File: src/rtl/ivc_pkg.sv
package ivc_pkg;
  // Source code equals priority rank and vector offset/2.
  typedef enum logic [1:0] {
    SRC_TMR = 2'd0,
    SRC_IRQ = 2'd1,
    SRC_SWI = 2'd2,
    SRC_RST = 2'd3
  } ivc_src_e;

  function automatic logic [15:0] vec_of(input logic [15:0] base, input ivc_src_e src);
    return base + 16'({src, 1'b0});
  endfunction
endpackage

File: src/rtl/ivc_irq_sync.sv
module ivc_irq_sync #(
  parameter int STAGES = 2
) (
  input  logic clk,
  input  logic rst,
  input  logic pin_n_i,
  input  logic clr_i,
  output logic lat_o
);
  logic [STAGES-1:0] sync_q;
  logic              last_q;
  logic              lat_q;
  logic              fall;

  genvar g;
  generate
    for (g = 0; g < STAGES; g++) begin : g_stage
      if (g == 0) begin : g_first
        always_ff @(posedge clk) begin
          if (rst) sync_q[g] <= 1'b1;
          else     sync_q[g] <= pin_n_i;
        end
      end else begin : g_next
        always_ff @(posedge clk) begin
          if (rst) sync_q[g] <= 1'b1;
          else     sync_q[g] <= sync_q[g-1];
        end
      end
    end
  endgenerate

  assign fall = last_q & ~sync_q[STAGES-1];

  always_ff @(posedge clk) begin
    if (rst) begin
      last_q <= 1'b1;
      lat_q  <= 1'b0;
    end else begin
      last_q <= sync_q[STAGES-1];
      if (fall)       lat_q <= 1'b1;
      else if (clr_i) lat_q <= 1'b0;
    end
  end

  assign lat_o = lat_q;

  AST_LATCH_FROM_LOW: assert property (@(posedge clk) disable iff (rst)
    $rose(lat_q) |-> !$past(sync_q[STAGES-1]));
endmodule

File: src/rtl/ivc_tmr_gate.sv
module ivc_tmr_gate #(
  parameter int NUM_TMR = 3
) (
  input  logic [NUM_TMR-1:0] flag_i,
  input  logic [NUM_TMR-1:0] en_i,
  output logic               req_o
);
  logic [NUM_TMR-1:0] hit;

  genvar k;
  generate
    for (k = 0; k < NUM_TMR; k++) begin : g_src
      assign hit[k] = flag_i[k] & en_i[k];
    end
  endgenerate

  assign req_o = |hit;
endmodule

File: src/rtl/ivc_arbiter.sv
module ivc_arbiter
  import ivc_pkg::*;
(
  input  logic     rst_pend_i,
  input  logic     boundary_i,
  input  logic     swi_i,
  input  logic     mask_i,
  input  logic     irq_req_i,
  input  logic     tmr_req_i,
  output logic     take_o,
  output ivc_src_e src_o
);
  always_comb begin
    take_o = 1'b0;
    src_o  = SRC_TMR;
    if (rst_pend_i) begin
      take_o = 1'b1;
      src_o  = SRC_RST;
    end else if (boundary_i) begin
      if (swi_i) begin
        take_o = 1'b1;
        src_o  = SRC_SWI;
      end else if (!mask_i && irq_req_i) begin
        take_o = 1'b1;
        src_o  = SRC_IRQ;
      end else if (!mask_i && tmr_req_i) begin
        take_o = 1'b1;
        src_o  = SRC_TMR;
      end
    end
  end
endmodule

File: src/rtl/irq_vector_ctrl.sv
module irq_vector_ctrl #(
  parameter int          NUM_TMR     = 3,
  parameter int          SYNC_STAGES = 2,
  parameter logic [15:0] VEC_BASE    = 16'h1FF8
) (
  input  logic               clk,
  input  logic               rst,
  input  logic               boundary_i,
  input  logic               swi_exec_i,
  input  logic               irq_n_i,
  input  logic               irq_en_i,
  input  logic               port_sel_i,
  input  logic               port_req_i,
  input  logic [NUM_TMR-1:0] tmr_flag_i,
  input  logic [NUM_TMR-1:0] tmr_en_i,
  input  logic               mask_restore_i,
  input  logic               mask_restore_val_i,
  output logic               take_o,
  output logic [15:0]        vec_addr_o,
  output logic               set_mask_o,
  output logic               mask_o
);
  import ivc_pkg::*;

  localparam logic [15:0] VEC_TMR = VEC_BASE;
  localparam logic [15:0] VEC_IRQ = VEC_BASE + 16'd2;
  localparam logic [15:0] VEC_SWI = VEC_BASE + 16'd4;
  localparam logic [15:0] VEC_RST = VEC_BASE + 16'd6;

  logic     rst_pend_q;
  logic     mask_q;
  logic     take_q;
  logic     setm_q;
  logic [15:0] vec_q;

  logic     irq_lat;
  logic     irq_req;
  logic     tmr_req;
  logic     take_c;
  ivc_src_e src_c;
  logic     irq_clr;

  assign irq_clr = take_c && (src_c == SRC_IRQ);

  ivc_irq_sync #(.STAGES(SYNC_STAGES)) u_sync (
    .clk     (clk),
    .rst     (rst),
    .pin_n_i (irq_n_i),
    .clr_i   (irq_clr),
    .lat_o   (irq_lat)
  );

  assign irq_req = irq_en_i & (irq_lat | (port_sel_i & port_req_i));

  ivc_tmr_gate #(.NUM_TMR(NUM_TMR)) u_tmr (
    .flag_i (tmr_flag_i),
    .en_i   (tmr_en_i),
    .req_o  (tmr_req)
  );

  ivc_arbiter u_arb (
    .rst_pend_i (rst_pend_q),
    .boundary_i (boundary_i),
    .swi_i      (swi_exec_i),
    .mask_i     (mask_q),
    .irq_req_i  (irq_req),
    .tmr_req_i  (tmr_req),
    .take_o     (take_c),
    .src_o      (src_c)
  );

  always_ff @(posedge clk) begin
    if (rst) begin
      rst_pend_q <= 1'b1;
      mask_q     <= 1'b1;
      take_q     <= 1'b0;
      setm_q     <= 1'b0;
      vec_q      <= '0;
    end else begin
      rst_pend_q <= 1'b0;
      take_q     <= take_c;
      setm_q     <= take_c;
      if (take_c)               vec_q <= vec_of(VEC_BASE, src_c);
      if (take_c)               mask_q <= 1'b1;
      else if (mask_restore_i)  mask_q <= mask_restore_val_i;
    end
  end

  assign take_o     = take_q;
  assign set_mask_o = setm_q;
  assign vec_addr_o = vec_q;
  assign mask_o     = mask_q;

  AST_TAKE_AT_BOUNDARY: assert property (@(posedge clk) disable iff (rst)
    take_o |-> ($past(boundary_i) || $past(rst_pend_q)));
  AST_SWI_WINS: assert property (@(posedge clk) disable iff (rst)
    $past(boundary_i && swi_exec_i && !rst_pend_q) |-> (take_o && vec_addr_o == VEC_SWI));
  AST_HW_UNMASKED: assert property (@(posedge clk) disable iff (rst)
    (take_o && (vec_addr_o == VEC_IRQ || vec_addr_o == VEC_TMR)) |-> !$past(mask_q));
  AST_VEC_LEGAL: assert property (@(posedge clk) disable iff (rst)
    take_o |-> (vec_addr_o == VEC_TMR || vec_addr_o == VEC_IRQ ||
                vec_addr_o == VEC_SWI || vec_addr_o == VEC_RST));
  AST_MASK_ON_TAKE: assert property (@(posedge clk) disable iff (rst)
    take_o |-> (mask_o && set_mask_o));
  AST_RESTORE_LOAD: assert property (@(posedge clk) disable iff (rst)
    ($past(mask_restore_i) && !take_o) |-> (mask_o == $past(mask_restore_val_i)));
endmodule

File: config.mk
export PLATFORM = sky130hd
export DESIGN_NAME = irq_vector_ctrl
export DESIGN_NICKNAME = d
export VERILOG_FILES = /design/src/rtl/ivc_pkg.sv /design/src/rtl/ivc_irq_sync.sv /design/src/rtl/ivc_tmr_gate.sv /design/src/rtl/ivc_arbiter.sv /design/src/rtl/irq_vector_ctrl.sv
export SDC_FILE = /design/constraint.sdc
export NUM_CORES = 1
export LEC_CHECK = 0
export ABC_CLOCK_PERIOD_IN_PS = 1600
export BUFFER_PORTS_ARGS = -buffer_cell sky130_fd_sc_hd__buf_2
export CAP_MARGIN = 10
export CORE_AREA = 2 2 39 41
export DETAILED_ROUTE_END_ITERATION = 6
export DIE_AREA = 0 0 41 43
export GPL_TIMING_DRIVEN = 1
export PLACE_DENSITY_LB_ADDON = 0.1
export SYNTH_ARGS = -nofsm -noshare
export SYNTH_HDL_FRONTEND = slang
export SYNTH_SLANG_ARGS = --single-unit
export TNS_END_PERCENT = 30
File: constraint.sdc
create_clock -name clk -period 1.6 [get_ports clk]
set_input_delay 0.32 -clock clk [delete_from_list [all_inputs] [get_ports clk]]
set_output_delay 0.32 -clock clk [all_outputs]
set_load 0.02 [all_outputs]
==> out/qor.yml <==
grt_pass1_wl_um: 1340
rsz0062_at_grt: "false"
hold_viol: 0
clock_path_buffers: 2
cp_data_arrival_time_ns: 1.49
met1_usage_pct: 14.1
grt_overflow_total: 0
fmax_mhz: 741
max_slew_margin_pct: 63.1
yosys.area.top_type: "dfxtp_1"
fin_crit_ns: 1.35
final_cell_area_um2: 594
vdd_drop_max_v: 0.000446
grt_pass1_vias: 330
cts_tree: "done"
postSynthCellCount: 50
mappedNetlistArea_um2: 474
finalCritPeriodShare_pct: 84.3
met2_usage_pct: 15.9
cp-start-kind: "flip-flop"
finalClockSkew_ns: 0.000773
fin_util_pct: 42.9
final-setup-viol-count: 0
via_count: 413
crit_type: "reg2reg"
drc: 0
wl_per_cell_um: 9.50
cts-resized-gates: 0
fin_tns_setup_ns: 0
antenna_found_initial: 0
ios: 35
routed_wl_um: 855
die_y_um: 43
synth.distinct_cells: 19
num_antenna_cells: 0
syn2layout_area_growth_pct: 25.3
clk_latency_ns: 0.26
coreArea_mm2: 0.00138
htree_levels: 1
worst_pin_slew_ns: 0.553
ant_nets: 0
grt_start_max_net_pins: 12
pwr_density_cell_mw_per_mm2: 1040
root_buffer: "clkbuf_4"
clkTransAtPathRegs_ns: 0.06
dr.pass1.iters: 4
p_leak_nw: 0.296
die_w_um: 41
numCtsBuffers: 3
drv_cap: 0
yosysWarnings: 0
globalplace.congestion: 0.737
drive_gt1_share_pct: 52.7
ys_seq_elements: 10
cts_hold_buf: 0
synth_top_cell_area_share_pct: 42.2
via_per_inst: 4.59
post_cts_buffers: 0
cts_sinks: 10
dpl.hpwl_um: 677
start_util_pct: 34.3
rows: 14
min_path_type: "in2reg"
synth_top_cells_by_area: "dfxtp_1 42%, buf_4 22%, or2_2 4.0%, o32ai_1 3.7%, a21oi_1 3.2%"
nets: 91
crit_required_ns: 1.74
status: "complete, no violations"
grtUsageTotal_pct: 11.3
cp_max_fo: 4
initialDrtViolationCount: 8
use_met3_pct: 4.71
end_kind: "flip-flop"
die_area_mm2: 0.00176
busiest_layer: "met2"
portBuffers: 30
synth_area_per_cell_um2: 9.48
place_area_um2: 558
final-max-slew-violation-count: 0
synth-seq-area-share_pct: 42.2
## worst paths after layout
path | endpoint | cells past startpoint | slack [ns] | from
hold / removal | u_sync.sync_q[0] | 2 | 0.24 | irq_n_i
setup / recovery | mask_o | 3 | 0.25 | mask_o
hold reg to reg | u_sync.sync_q[1] | 1 | 0.41 | u_sync.sync_q[0]
setup reg to reg | mask_o | 3 | 0.25 | mask_o
## synthesized netlist by cell type
| cell type | n |
|---|---|
| buf_4 | 14 |
| dfxtp_1 | 10 |
| nand2_1 | 4 |
| a21oi_1 | 3 |
| or2_2 | 3 |
| inv_1 | 2 |
| o32ai_1 | 2 |
| a222oi_1 | 1 |
| conb_1 | 1 |
| mux2i_1 | 1 |
| nand2b_1 | 1 |
| nand3b_1 | 1 |
| nor3b_1 | 1 |
| o21ai_0 | 1 |
| o31a_1 | 1 |
| o31a_2 | 1 |
| o31ai_1 | 1 |
| o41a_1 | 1 |
| or4_1 | 1 |
## power breakdown
group | switching [mW] | internal (mW) | total (mW)
registers | 0.0104 | 0.264 | 0.274
logic | 0.0737 | 0.0480 | 0.122
clock network | 0.0847 | 0.138 | 0.223
## metal layers
layer / part of all wire [%] / wire length (um)
met1: 44 / 377
met2: 41 / 349
met3: 14 / 119
met4: 0.94 / 8
met5: 0 / 0
## sequential cells by signal, indices dropped and copies added (netlist names)
register	count
mask_o	1
rst_pend_q	1
set_mask_o	1
u_sync.last_q	1
u_sync.lat_o	1
u_sync.sync_q	2
vec_addr_o	3
## kinds of logic after synthesis
kind of cell    synth area share, %
buf+inv                        23.7
flops                          42.2
mux                            2.11
compound gates                 17.9
simple gates                   13.2
other cells                   0.791
## cell type report
class | count | area (um2)
clock buffer | 4 | 36.3
fill | 149 | 790
inverter | 2 | 7.51
multi-input combinational | 27 | 173
sequential | 10 | 200
tap | 16 | 20.0
timing repair buffer | 31 | 158
## placed cells by master (no fill, tap or decap)
master,synthesis,final
clkbuf_8,0,1
dfxtp_1,10,10
a21oi_1,3,3
o31a_2,1,1
o31ai_1,1,1
or4_1,1,1
o41a_1,1,1
clkbuf_4,0,3
nor3b_1,1,1
nand2b_1,1,1
mux2i_1,1,1
o32ai_1,2,2
a222oi_1,1,1
nand2_1,4,4
conb_1,1,4
or2_2,3,3
buf_4,14,1
o21ai_0,1,1
inv_1,2,2
buf_2,0,30
o31a_1,1,1
nand3b_1,1,1
## worst max-delay path, cell delays in order (launching register included)
cell and delay, ns:
dfxtp_1 0.36, nand3b_1 0.18, o21ai_0 0.18, or4_1 0.50
## through the flow
stage / setup WS, ns / total power [mW] / cells / hold slack (ns)
2_1_floorplan: 0.227 / 0.383 / 53 / 0.348
3_3_place_gp: 0.0746 / 0.403 / 86 / 0.392
3_5_place_dp: 0.0546 / 0.403 / 86 / 0.396
4_1_cts: 0.264 / 0.629 / 90 / 0.228
5_1_grt: 0.146 / 0.659 / 90 / 0.225
6_report: 0.251 / 0.619 / 90 / 0.237
Note: power is estimated with default switching activity, not from simulation.
